File: config.mk
export PLATFORM = sky130hd
export DESIGN_NAME = bcd_addsub
export DESIGN_NICKNAME = d
export VERILOG_FILES = /design/src/rtl/bcd_pkg.sv /design/src/rtl/bcd_digit_pg.sv /design/src/rtl/bcd_carry_cell.sv /design/src/rtl/bcd_digit_fix.sv /design/src/rtl/bcd_addsub.sv
export SDC_FILE = /design/constraint.sdc
export NUM_CORES = 1
export LEC_CHECK = 0
export CORE_MARGIN = 8
export CORE_UTILIZATION = 51
export DETAILED_ROUTE_END_ITERATION = 10
export PLACE_DENSITY_LB_ADDON = 0.15
export SYNTH_ARGS = -nofsm -noshare
export SYNTH_HDL_FRONTEND = slang
export SYNTH_SLANG_ARGS = --single-unit
File: constraint.sdc
create_clock -name vclk -period 19.9
set_clock_uncertainty 0.1 [all_clocks]
set_input_delay 3.98 -clock vclk [all_inputs]
set_output_delay 3.98 -clock vclk [all_outputs]
set_load 0.005 [all_outputs]
File: src/rtl/bcd_pkg.sv
package bcd_pkg;
  localparam int unsigned DIG_W = 4;
  typedef logic [DIG_W-1:0] bcd_digit_t;

  // Nine's complement of a valid BCD digit.
  function automatic bcd_digit_t nines_comp(input bcd_digit_t d);
    return {~d[3] & ~d[2] & ~d[1], d[2] ^ d[1], d[1], ~d[0]};
  endfunction

  // Ten's complement sign class from the top digit.
  function automatic logic digit_neg(input bcd_digit_t d);
    return (d >= 4'd5);
  endfunction
endpackage

File: src/rtl/bcd_digit_pg.sv
module bcd_digit_pg
  import bcd_pkg::*;
#(
  parameter bit DIRECT_PG = 1'b1
) (
  input  bcd_digit_t x_d_i,
  input  bcd_digit_t y_d_i,
  input  logic       sub_i,
  output bcd_digit_t w_d_o,
  output logic       p_o,
  output logic       g_o
);
  bcd_digit_t w_d;

  assign w_d   = sub_i ? nines_comp(y_d_i) : y_d_i;
  assign w_d_o = w_d;

  generate
    if (DIRECT_PG) begin : g_direct
      // Sum of the three upper bits decides; bit 0 refines the boundary.
      logic [3:0] half_sum;
      logic       pp, gg;
      assign half_sum = {1'b0, x_d_i[3:1]} + {1'b0, w_d[3:1]};
      assign pp  = (half_sum == 4'd4);
      assign gg  = (half_sum >= 4'd5);
      assign p_o = (x_d_i[0] ^ w_d[0]) & pp;
      assign g_o = gg | (pp & x_d_i[0] & w_d[0]);
    end else begin : g_by_sum
      logic [4:0] dsum;
      assign dsum = {1'b0, x_d_i} + {1'b0, w_d};
      assign p_o  = (dsum == 5'd9);
      assign g_o  = (dsum > 5'd9);
    end
  endgenerate
endmodule

File: src/rtl/bcd_carry_cell.sv
module bcd_carry_cell (
  input  logic p_i,
  input  logic g_i,
  input  logic c_i,
  output logic c_o
);
  assign c_o = p_i ? c_i : g_i;
endmodule

File: src/rtl/bcd_digit_fix.sv
module bcd_digit_fix
  import bcd_pkg::*;
(
  input  bcd_digit_t x_d_i,
  input  bcd_digit_t w_d_i,
  input  logic       c_i,
  input  logic       c_o,
  output bcd_digit_t z_d_o
);
  logic [4:0] bin_sum;

  assign bin_sum = {1'b0, x_d_i} + {1'b0, w_d_i} + {4'b0, c_i};
  // Add 6 modulo 16 when this digit hands a carry upward.
  assign z_d_o   = bin_sum[3:0] + (c_o ? 4'd6 : 4'd0);
endmodule

File: src/rtl/bcd_addsub.sv
module bcd_addsub
  import bcd_pkg::*;
#(
  parameter int unsigned DIGITS    = 8,
  parameter bit          DIRECT_PG = 1'b1
) (
  input  logic [DIG_W*DIGITS-1:0] x_i,
  input  logic [DIG_W*DIGITS-1:0] y_i,
  input  logic                    sub_i,
  input  logic                    cin_i,
  output logic [DIG_W*DIGITS-1:0] sum_o,
  output logic                    cout_o,
  output logic                    ovf_o
);
  localparam int unsigned VEC_W = DIG_W * DIGITS;
  localparam int unsigned TOP   = VEC_W - DIG_W;

  logic [DIGITS:0]   carry;
  logic [DIGITS-1:0] prop, gen;
  logic [VEC_W-1:0]  w_vec;
  logic              x_neg, w_neg, z_neg;

  // Subtraction adds nine's complement plus one; cin_i is not used then.
  assign carry[0] = sub_i | cin_i;

  generate
    for (genvar k = 0; k < DIGITS; k++) begin : g_digit
      bcd_digit_pg #(.DIRECT_PG(DIRECT_PG)) i_pg (
        .x_d_i (x_i[DIG_W*k +: DIG_W]),
        .y_d_i (y_i[DIG_W*k +: DIG_W]),
        .sub_i (sub_i),
        .w_d_o (w_vec[DIG_W*k +: DIG_W]),
        .p_o   (prop[k]),
        .g_o   (gen[k])
      );

      bcd_carry_cell i_cy (
        .p_i (prop[k]),
        .g_i (gen[k]),
        .c_i (carry[k]),
        .c_o (carry[k+1])
      );

      bcd_digit_fix i_fix (
        .x_d_i (x_i[DIG_W*k +: DIG_W]),
        .w_d_i (w_vec[DIG_W*k +: DIG_W]),
        .c_i   (carry[k]),
        .c_o   (carry[k+1]),
        .z_d_o (sum_o[DIG_W*k +: DIG_W])
      );
    end
  endgenerate

  assign cout_o = carry[DIGITS];

  assign x_neg = digit_neg(x_i[TOP +: DIG_W]);
  assign w_neg = digit_neg(w_vec[TOP +: DIG_W]);
  assign z_neg = digit_neg(sum_o[TOP +: DIG_W]);
  assign ovf_o = (x_neg == w_neg) & (z_neg != x_neg);
endmodule

== Yosys cells after proc, flatten, opt, wreduce, memory -nomap -nowiden ==
Index checks and enable logic that the tools add are counted.

* Output and inout port bits: 34
* Memories kept: 0
* RAM bits: 0
* Bits in latches: 0
* Word-level logic and storage cells: 175
* ROM bits: 0
* Bits of input ports: 66
* Register bits after elaboration: 0

* Div/mod/pow operators: 0
* Shifts and indexed selects: 0
* Muxes and demuxes: 24
* Bitwise logic cells: 98
* Reduce and logical (&&, ||, !) cells: 0
* $add $sub $neg: 32
* $lt $le $gt $ge: 11
* $mul: 0
* Equality and inequality tests: 10

{| class="wikitable"
|+ Operator list
! kind !! count
|-
| $add A4 B4 Y4 || 16
|-
| $ge A4 B3 Y1 const B || 11
|-
| $and A1 B1 Y1 || 41
|-
| $add A3 B3 Y4 || 8
|-
| $add A4 B1 Y4 || 8
|-
| $eq A4 B3 Y1 const B || 8
|-
| $mux W4 || 8
|-
| $not A1 Y1 || 32
|-
| $mux W3 || 8
|-
| $xor A1 B1 Y1 || 16
|-
| $or A1 B1 Y1 || 9
|-
| $mux W1 || 8
|-
| $eq A1 B1 Y1 || 1
|-
| $ne A1 B1 Y1 || 1
|}

== Depth between registers and ports, before layout ==
Gate-level depths: netlist (run 1).

* Depth after elaboration: 22
* Depth in mapped cells: 24
* Mapped depth without buffers: 22

== Cells and area by module ==
Synthesis (run 1) repeated with hierarchy kept, for this count alone.

* Cells, all modules: 282
* Area, all modules: 2607.5 um2

{| class="wikitable"
|+ Modules (own cells, without submodules)
! module !! cells an instance !! sequential area each (um2) !! area an instance (um2) !! times used
|-
| bcd_digit_pg || 20 || 0.0 || 165.2 || 8
|-
| bcd_digit_fix || 13 || 0.0 || 137.6 || 8
|-
| bcd_carry_cell || 1 || 0.0 || 15.0 || 8
|-
| bcd_addsub || 10 || 0.0 || 65.1 || 1
|}

== Least setup slack after synthesis (run 1) ==
OpenSTA, ideal clock, no wires.

* Path kind: input to output
* Start point: input sub_i
* End point: output ovf_o
* Stages on the path: 23
* Data arrival time: 8.892 ns
* Slack: 6.928 ns
* Cell sequence: buf_6 > clkbuf_1 > clkbuf_1 > mux2_2 > ha_1 > xnor2_1 > or3_1 > o32a_1 > o41ai_2 > a211oi_2 > o31ai_4 > a41oi_2 > a21boi_2 > o311a_1 > fa_1 > inv_1 > ha_1 > fa_1 > xnor2_1 > xnor2_1 > nor2b_1 > nand2b_1 > o22ai_1

* Cells in the longest elaborated chain, start to end: 19

{| class="wikitable"
|+ Ends and longest elaborated chain
! element !! RTL line !! source
|-
| start, declared || bcd_addsub.sv:9 || <nowiki>input logic sub_i,</nowiki>
|-
| parallel branches: the longest is 15 deep, another holds $add A3 B3 Y4 || n/a ||
|-
| $add A4 B4 Y4 (*) || bcd_digit_fix.sv:14 || <nowiki>assign z_d_o = bin_sum[3:0] + (c_o ? 4'd6 : 4'd0);</nowiki>
|-
| net sum_o[31] || bcd_addsub.sv:11 || <nowiki>output logic [DIG_W*DIGITS-1:0] sum_o,</nowiki>
|-
| $ge A4 B3 Y1 (*) || bcd_pkg.sv:12 || <nowiki>return (d >= 4'd5);</nowiki>
|-
| $ne A1 B1 Y1 (*) || bcd_addsub.sv:59 || <nowiki>assign ovf_o = (x_neg == w_neg) & (z_neg != x_neg);</nowiki>
|-
| $and A1 B1 Y1 (*) || bcd_addsub.sv:59 ||
|-
| end, declared || bcd_addsub.sv:13 || <nowiki>output logic ovf_o</nowiki>
|}

Mark *: on every way through the listed nets, which the timed path passes.

== Worst setup path after layout (run 1) ==
* Start point: input sub_i
* End point: output ovf_o

* Cells in the longest elaborated chain, start to end: 19

{| class="wikitable"
|+ Ends and longest elaborated chain
! element !! RTL line
|-
| parallel branches: the longest is 18 deep, another holds $add A3 B3 Y4 || n/a
|-
| $and A1 B1 Y1 (*) || bcd_addsub.sv:59
|}

Every way passes the cells marked *.

==> results of run 1 <==
metal layers:
| layer | up-vias | part of all wire | global-route usage |
|---|---|---|---|
| met5 | - | 0 | 0 |
| met4 | 0 | 0.011 | 0.03021 |
| met2 | 73 | 0.52 | 0.3423 |
| li1 | 1225 | - | - |
| met1 | 1130 | 0.40 | 0.1979 |
| met3 | 8 | 0.065 | 0.02941 |
area by class of cell:
| type | instances | area [um2] | area share |
|---|---|---|---|
| inverters | 94 | 352.8 | 0.09310 |
| repair buffers | 101 | 1008 | 0.2661 |
| multi-input cells | 230 | 2341 | 0.6177 |
| well taps | 70 | 87.58 | 0.02311 |
final timing paths:
path                 from    end  slack [ns]  depth (start not counted)
hold / removal    x_i[31]  ovf_o        9.00                          4
setup / recovery    sub_i  ovf_o        5.92                         25
metrics by stage:
step           hold slack (ns)  total power (W)
3_5_place_dp             9.009        0.0002565
5_1_grt                  9.040        0.0002802
2_1_floorplan            8.018        0.0001291
4_1_cts                  9.008        0.0002581
3_3_place_gp             8.980        0.0002490
6_report                 8.995        0.0002529
power breakdown:
| group | internal, W | switching [W] | leakage [nW] |
|---|---|---|---|
| combinational | 0.000147 | 0.000106 | 1.78 |
| sequential | 0 | 0 | 0 |
| clock | 0 | 0 | 0 |
layout by cell type (no fill, tap or decap), drive strengths merged, types with 2 or more instances in the layout:
| cell type | synthesis | final |
|---|---|---|
| xor2 | 8 | 8 |
| xnor2 | 33 | 33 |
| o21ai | 7 | 7 |
| a2111oi | 2 | 2 |
| and3 | 2 | 2 |
| mux2 | 7 | 7 |
| maj3 | 2 | 2 |
| a21o | 3 | 3 |
| nor2b | 4 | 4 |
| nand3 | 5 | 5 |
| nand2 | 17 | 17 |
| nor3 | 12 | 12 |
| nor2 | 13 | 13 |
| ha | 32 | 32 |
| nand4b | 2 | 2 |
| clkdlybuf4s50 | 0 | 100 |
| fa | 40 | 40 |
| inv | 94 | 94 |
| nand2b | 7 | 7 |
| o31ai | 3 | 3 |
| a21oi | 12 | 12 |
critical path, cell delays in order:
cell,delay (ns)
clkdlybuf4s50_1,0.45
buf_4,0.36
nand2_1,0.12
xnor2_1,0.25
inv_1,0.12
fa_1,0.41
xnor2_1,0.26
or3_1,0.16
o32a_1,0.16
o41ai_2,0.08
a211oi_2,0.27
o31ai_4,0.11
a41oi_2,0.23
a21boi_2,0.15
o311a_1,0.39
fa_1,0.50
inv_1,0.04
ha_1,0.20
fa_1,0.38
xnor2_1,0.20
xnor2_1,0.17
nor2b_1,0.08
nand2b_1,0.14
o22ai_1,0.14
clkdlybuf4s50_1,0.52
kinds of logic after synthesis:
family,after synthesis,synth area share
multiplexers,8,0.03275
buffers and inverters,97,0.1370
AO/OA/AOI/OAI,38,0.1130
AND/OR/NAND/NOR,69,0.1278
XOR/XNOR,41,0.1393
adder cells (fa/ha/maj),74,0.4502
==> metrics.txt, run 1 <==
Distinct cells, synth=46; postcts setup bufs=0; register area share after synthesis=0; DR vias=2,436; All-Layer GR Usage=0.1770; # clk buffers=0; WL/cell=14.06 um; # setup viols final=0; post-detailed-route DRC marker count=0; placement-stage cell area=0.003790 mm2; final WL=6962 um; die area=0.007909 mm2; Slew Limit Headroom=0.5451; hold_buf cts=0; startpoint types=input port; syn avg cell area=8.295 um2; Hold Path Class=input port to output pin; final setup TNS=0 ns; pin count of the biggest net entering global routing=29; initial antenna violation count=0; Worst EP arrival=9.90 ns; hpwl dp=6358 um; drt initial violations=68; dominant cell type by area after synthesis=fa_1; peak supply drop=0.05290 mV; register area=0 um2; Placed Cells=495; Area Overhead vs Synth=39.71%; fin nets=565; worst slack at placement=5.872 ns; GRT Residual Overflow=0; Netlist Area Pre-Place=0.002713 mm2; fin util=0.7420; global placement routability congestion=0.8264; fraction of layout cells with a size suffix above 1=0.04471; run status=finished clean; Seq cells=0; Final min period=13.98 ns; Die W=88.93 um; drt pass-1 iters=4; f_max=71.53 MHz; setup ws final=5.920 ns; critical path class=input port to output pin; leading cell type by number of instances after synthesis=inv_1; DIE HEIGHT=88.93 um; Tightest Pin Transition=0.6765 ns; Synth top area share=0.2952; Cells after Synth=327; post-CTS sizing=0; pwr dens=66.74 mW/mm2; vias in the first global route=2,637; Final period util=0.7025; critical path endpoint category=output pin; Ant. Diodes=0; first-pass GRT wire length=11,570 um; final non-filler cell area=0.003790 mm2; row count=26; max-slew violations=0; P_leak=1.779 nW; Final ANT Viol Nets=0; IO Port Bufs=100; # IOs=100; Fillers=401; Post-Layout Cell Count=495; Core Area=0.005107 mm2; top cells by area, synth=fa_1 (30%), ha_1 (15%), inv_1 (13%); Fin. Hold Viols=0; CP Data Required Time=15.82 ns; top post-synthesis cells by count=inv_1 (93), fa_1 (40), ha_1 (32), xnor2_1 (32), nand2_1 (17); Vias/cell=4.921; CP max FO=28; max cap viols=0; Synth Warn #=0; RSZ-0062 raised after global routing=false; Post-Syn Nets=465; Initial Util=0.5311
(Power assumes the default switching activity.)
==> run 2, diff against run 1 <==
--- a/config.mk
+++ b/config.mk
@@ -6,7 +6,7 @@
 export NUM_CORES = 1
 export LEC_CHECK = 0
 export CORE_MARGIN = 8
-export CORE_UTILIZATION = 51
+export CORE_UTILIZATION = 43
 export DETAILED_ROUTE_END_ITERATION = 10
 export PLACE_DENSITY_LB_ADDON = 0.15
 export SYNTH_ARGS = -nofsm -noshare
==> constraint.sdc (replaced) <==
create_clock -name vclk -period 12.5
set_clock_uncertainty 0.1 [all_clocks]
set_input_delay 2.5 -clock vclk [all_inputs]
set_output_delay 2.5 -clock vclk [all_outputs]
set_load 0.005 [all_outputs]
==> run 2 against run 1 <==
Net effect:
- routed wire length down 4.7%
- worst setup slack got worse by 4.7 ns
- clock-buffer cell count unchanged
- die area increased by 15%
- cell area increased by 0.23%
- total power rose by 59%
- via count shrank 1.2%
- first-iteration DRC count down 29%
- combinational power up 58%
- flip-flop and latch count stayed put
- non-clock buffer count is the same
- critical endpoint unchanged
- largest cell class unchanged
- largest power group unchanged
==> metrics.txt, run 2 (synthesis gave the netlist of run 1 again) <==
run status=finished clean (unchanged); peak supply drop=0.08006 mV (was 0.05290 mV); fin nets=565 (unchanged); critical path class=input port to output pin (unchanged); drt pass-1 iters=4 (unchanged); P_leak=1.779 nW (unchanged); fraction of layout cells with a size suffix above 1=0.04471 (unchanged); Worst path top cell family by delay=buffers and inverters (was compound AO/OA/AOI/OAI gates); RSZ-0062 raised after global routing=false (unchanged); CP Data Required Time=9.90 ns (was 15.82 ns); pin count of the biggest net entering global routing=19 (was 29); global placement routability congestion=0.8618 (was 0.8264); startpoint types=input port (unchanged); P_int=0.0002338 W (was 0.0001471 W); final non-filler cell area=0.003799 mm2 (was 0.003790 mm2); max-slew violations=0 (unchanged); Fillers=583 (was 401); Worst path slowest cell=clkdlybuf4s50_1 (unchanged); hpwl dp=6103 um (was 6358 um); max cap viols=0 (unchanged); DR vias=2,406 (was 2,436); DIE HEIGHT=95.43 um (was 88.93 um); Sw Ratio=0.4175 (was 0.4186); Tightest Pin Transition=0.8795 ns (was 0.6765 ns); Die W=95.43 um (was 88.93 um); Placed Cells=502 (was 495); Final Power=0.0004013 W (was 0.0002529 W); vias in the first global route=2,748 (was 2,637); # IOs=100 (unchanged); post-CTS sizing=0 (unchanged); # clk buffers=0 (unchanged); placement-stage cell area=0.003799 mm2 (was 0.003790 mm2); first-pass GRT wire length=11,730 um (was 11,570 um); # setup viols final=0 (unchanged); row count=29 (was 26); final WL=6634 um (was 6962 um); sequential power share=0 (about the same); post-detailed-route DRC marker count=0 (unchanged); Worst EP arrival=8.66 ns (was 9.90 ns); WL/cell=13.22 um (was 14.06 um); Worst Path Buf+Inv=5 (unchanged); postcts setup bufs=0 (unchanged); IO Port Bufs=100 (unchanged); logic gate share of total power=1.000 (about the same); Slew Limit Headroom=0.4118 (was 0.5451); CP max FO=18 (was 28); Fin. Hold Viols=0 (unchanged); most frequent cells in the layout=clkdlybuf4s50_1 (100), inv_1 (93), fa_1 (40), xnor2_1 (32), ha_1 (32) (unchanged); Sw Pwr=0.0001676 W (was 0.0001059 W); CP max stage delay=1.05 ns (was 0.52 ns); Final period util=0.9009; register area=0 um2 (unchanged); pwr dens=105.7 mW/mm2 (was 66.74 mW/mm2); clock power share=0 (about the same); Seq cells=0 (unchanged); Ant. Diodes=0 (unchanged); sequence of cells on the critical path=clkdlybuf4s50_1 > buf_4 > nand2_1 > xnor2_1 > inv_1 > fa_1 > nand2b_1 > nor3_1 > nor4_1 > and3_1 > o31ai_4 > a41oi_2 > a21boi_2 > o311a_1 > fa_1 > inv_1 > ha_1 > fa_1 > xnor2_1 > xnor2_1 > nor2b_1 > nand2b_1 > o22ai_1 > clkdlybuf4s50_1; All-Layer GR Usage=0.1526 (was 0.1770); die area=0.009106 mm2 (was 0.007909 mm2); Area Overhead vs Synth=40.04% (was 39.71%); Final ANT Viol Nets=0 (unchanged); GRT Residual Overflow=0 (unchanged); critical path endpoint category=output pin (unchanged); Initial Util=0.4346 (was 0.5311); f_max=88.80 MHz; Hold Path Class=input port to output pin (unchanged); Final min period=11.26 ns; final setup TNS=0 ns (unchanged); Vias/cell=4.793 (was 4.921); commonest non-fill, non-tap cell in the layout=clkdlybuf4s50_1 (unchanged); drt initial violations=48 (was 68); Post-Layout Cell Count=502 (was 495); initial antenna violation count=0 (unchanged); Core Area=0.006241 mm2 (was 0.005107 mm2); hold_buf cts=0 (unchanged)
run 2: cell counts in the layout (fill, tap and decap cells not counted):
Identical to the previous run, type by type.
run 2: layout make-up:
type	instances	area, um2	area share
tap	77	96.34	0.02536
multi-input combinational	230	2341	0.6163
inverter	94	352.8	0.09289
timing repair buffer	101	1008	0.2655
run 2: power groups by stage:
stage	clock network (W)	registers (W)	logic [W]
finish	0	0	0.000401
global route	0	0	0.000453
CTS	0	0	0.000410
detailed placement	0	0	0.000406
global placement	0	0	0.000401
floorplan	0	0	0.000206
run 2: worst paths after layout:
kind / startpoint / cells past startpoint / slack, ns / to
worst max-delay path: sub_i / 24 / 1.24 / ovf_o
worst min-delay path: x_i[31] / 4 / 6.04 / ovf_o
run 2: metrics by stage:
| stage | hold slack, ns | worst slack, ns | utilization |
|---|---|---|---|
| final | 6.036 | 1.239 | 0.6087 |
| after CTS | 6.050 | 1.218 | 0.6087 |
| after floorplan | 5.058 | 2.488 | - |
| after detailed placement | 6.051 | 1.249 | 0.6087 |
| after global placement | 6.016 | 1.288 | 0.6087 |
| after global routing | 6.103 | 0.7106 | 0.6087 |
run 2: per-layer routing:
metal  wire length, um  vias to the layer above  track usage
met2              3234                       68       0.2814
met5                 0                        -            0
met3               488                        6      0.03228
met4                74                        0      0.01536
li1                  -                     1218            -
met1              2836                     1114       0.1824
==> run 3, diff against run 2 <==
--- a/config.mk
+++ b/config.mk
@@ -6,8 +6,9 @@
 export NUM_CORES = 1
 export LEC_CHECK = 0
 export CORE_MARGIN = 8
-export CORE_UTILIZATION = 43
+export CORE_UTILIZATION = 60
 export DETAILED_ROUTE_END_ITERATION = 10
+export DONT_BUFFER_PORTS = 1
 export PLACE_DENSITY_LB_ADDON = 0.15
 export SYNTH_ARGS = -nofsm -noshare
 export SYNTH_HDL_FRONTEND = slang
==> run 3 against run 2 <==
Net effect:
- critical path depth down 4
- combinational power shrank 40%
- first-iteration DRC count fell by 23%
- critical path type unchanged
- critical endpoint unchanged
- largest cell class unchanged
- highest routed layer unchanged
==> metrics.txt, run 3 (synthesis gave the netlist of run 1 again) <==
worst slack at placement=2.836 ns (was 1.249 ns); postcts setup bufs=0 (unchanged); startpoint types=input port (unchanged); Area Overhead vs Synth=1.707% (was 40.04%); All-Layer GR Usage=0.1569 (was 0.1526); Fillers=392 (was 583); run status=finished clean (unchanged); DIE HEIGHT=83.24 um (was 95.43 um); pwr dens=87.39 mW/mm2 (was 105.7 mW/mm2); IO Port Bufs=0 (was 100); max-slew violations=0 (unchanged); # IOs=100 (unchanged); row count=24 (was 29); RSZ-0062 raised after global routing=false (unchanged); CP max FO=28 (was 18); die area=0.006929 mm2 (was 0.009106 mm2); Vias/cell=5.380 (was 4.793); Worst EP arrival=6.98 ns (was 8.66 ns); drt initial violations=37 (was 48); final setup TNS=0 ns (unchanged); vias in the first global route=2,219 (was 2,748); f_max=104.4 MHz (was 88.80 MHz); final non-filler cell area=0.002759 mm2 (was 0.003799 mm2); Tightest Pin Transition=0.7342 ns (was 0.8795 ns); Post-Layout Cell Count=376 (was 502); post-CTS sizing=0 (unchanged); Final period util=0.7661 (was 0.9009); pin count of the biggest net entering global routing=29 (was 19); WL/cell=14.72 um (was 13.22 um); hold_buf cts=0 (unchanged); critical path class=input port to output pin (unchanged); hpwl dp=5197 um (was 6103 um); most frequent cells in the layout=inv_1 (93), fa_1 (40), xnor2_1 (32), ha_1 (32), nand2_1 (17) (was clkdlybuf4s50_1 (100), inv_1 (93), fa_1 (40), xnor2_1 (32), ha_1 (32)); final WL=5534 um (was 6634 um); Final ANT Viol Nets=0 (unchanged); commonest non-fill, non-tap cell in the layout=inv_1 (was clkdlybuf4s50_1); register area=0 um2 (unchanged); Initial Util=0.6230 (was 0.4346); # setup viols final=0 (unchanged); P_leak=1.383 nW (was 1.779 nW); Final min period=9.576 ns (was 11.26 ns); Seq cells=0 (unchanged); Die W=83.24 um (was 95.43 um); placement-stage cell area=0.002759 mm2 (was 0.003799 mm2); global placement routability congestion=0.8013 (was 0.8618); CP Data Required Time=9.90 ns (about the same); fin util=0.6336 (was 0.6087); Placed Cells=376 (was 502); fraction of layout cells with a size suffix above 1=0.05556 (was 0.04471); Hold Path Class=input port to output pin (unchanged); fin nets=464 (was 565); Fin. Hold Viols=0 (unchanged); DR vias=2,023 (was 2,406); peak supply drop=0.07452 mV (was 0.08006 mV); setup ws final=2.924 ns (was 1.239 ns); post-detailed-route DRC marker count=0 (unchanged); Slew Limit Headroom=0.5068 (was 0.4118); initial antenna violation count=0 (unchanged); GRT Residual Overflow=0 (unchanged); first-pass GRT wire length=9632 um (was 11,730 um); max cap viols=0 (unchanged); # clk buffers=0 (unchanged); critical path endpoint category=output pin (unchanged); drt pass-1 iters=4 (unchanged); Ant. Diodes=0 (unchanged); Core Area=0.004354 mm2 (was 0.006241 mm2)
run 3: area by class of cell:
cell class	count	area, um2	area share
Multi-Input combinational cell	230	2341	0.8485
Tap cell	52	65.06	0.02358
Inverter	94	352.8	0.1279
run 3: metrics by stage:
stage / hold slack, ns / power (W)
after floorplan: 5.058 / 0.0002056
after global placement: 5.083 / 0.0002429
after detailed placement: 5.087 / 0.0002477
after CTS: 5.087 / 0.0002496
after global routing: 5.106 / 0.0002813
final: 5.083 / 0.0002411
run 3: path summary, 6_finish.rpt:
kind | from | to | slack (ns) | depth (start not counted)
min | x_i[31] | ovf_o | 5.08 | 3
max | sub_i | ovf_o | 2.92 | 20
run 3: power by group:
part	leakage (nW)	internal [W]	switching (W)
registers	0	0	0
clock network	0	0	0
logic	1.38	0.000106	0.000135
run 3: worst max-delay path, cell delays in order:
cell and delay, ns:
nand2_1 0.05, xnor2_1 0.17, inv_1 0.11, fa_1 0.41, xnor2_1 0.27, or3_1 0.17
o32a_1 0.15, o41ai_2 0.07, a211oi_2 0.25, o31ai_4 0.12, a41oi_2 0.24, a21boi_2 0.16
o311ai_1 0.52, fa_1 0.53, fa_1 0.44, xnor2_1 0.15, xnor2_1 0.24, nor2b_1 0.09
nand2b_1 0.14, o22ai_1 0.19
run 3: routing by layer:
layer,vias to the layer above,GRT usage,share of wire
met4,0,0.01278,0.0099
li1,1020,-,-
met2,60,0.2829,0.49
met3,4,0.05273,0.10
met1,939,0.1802,0.40
met5,-,0,0
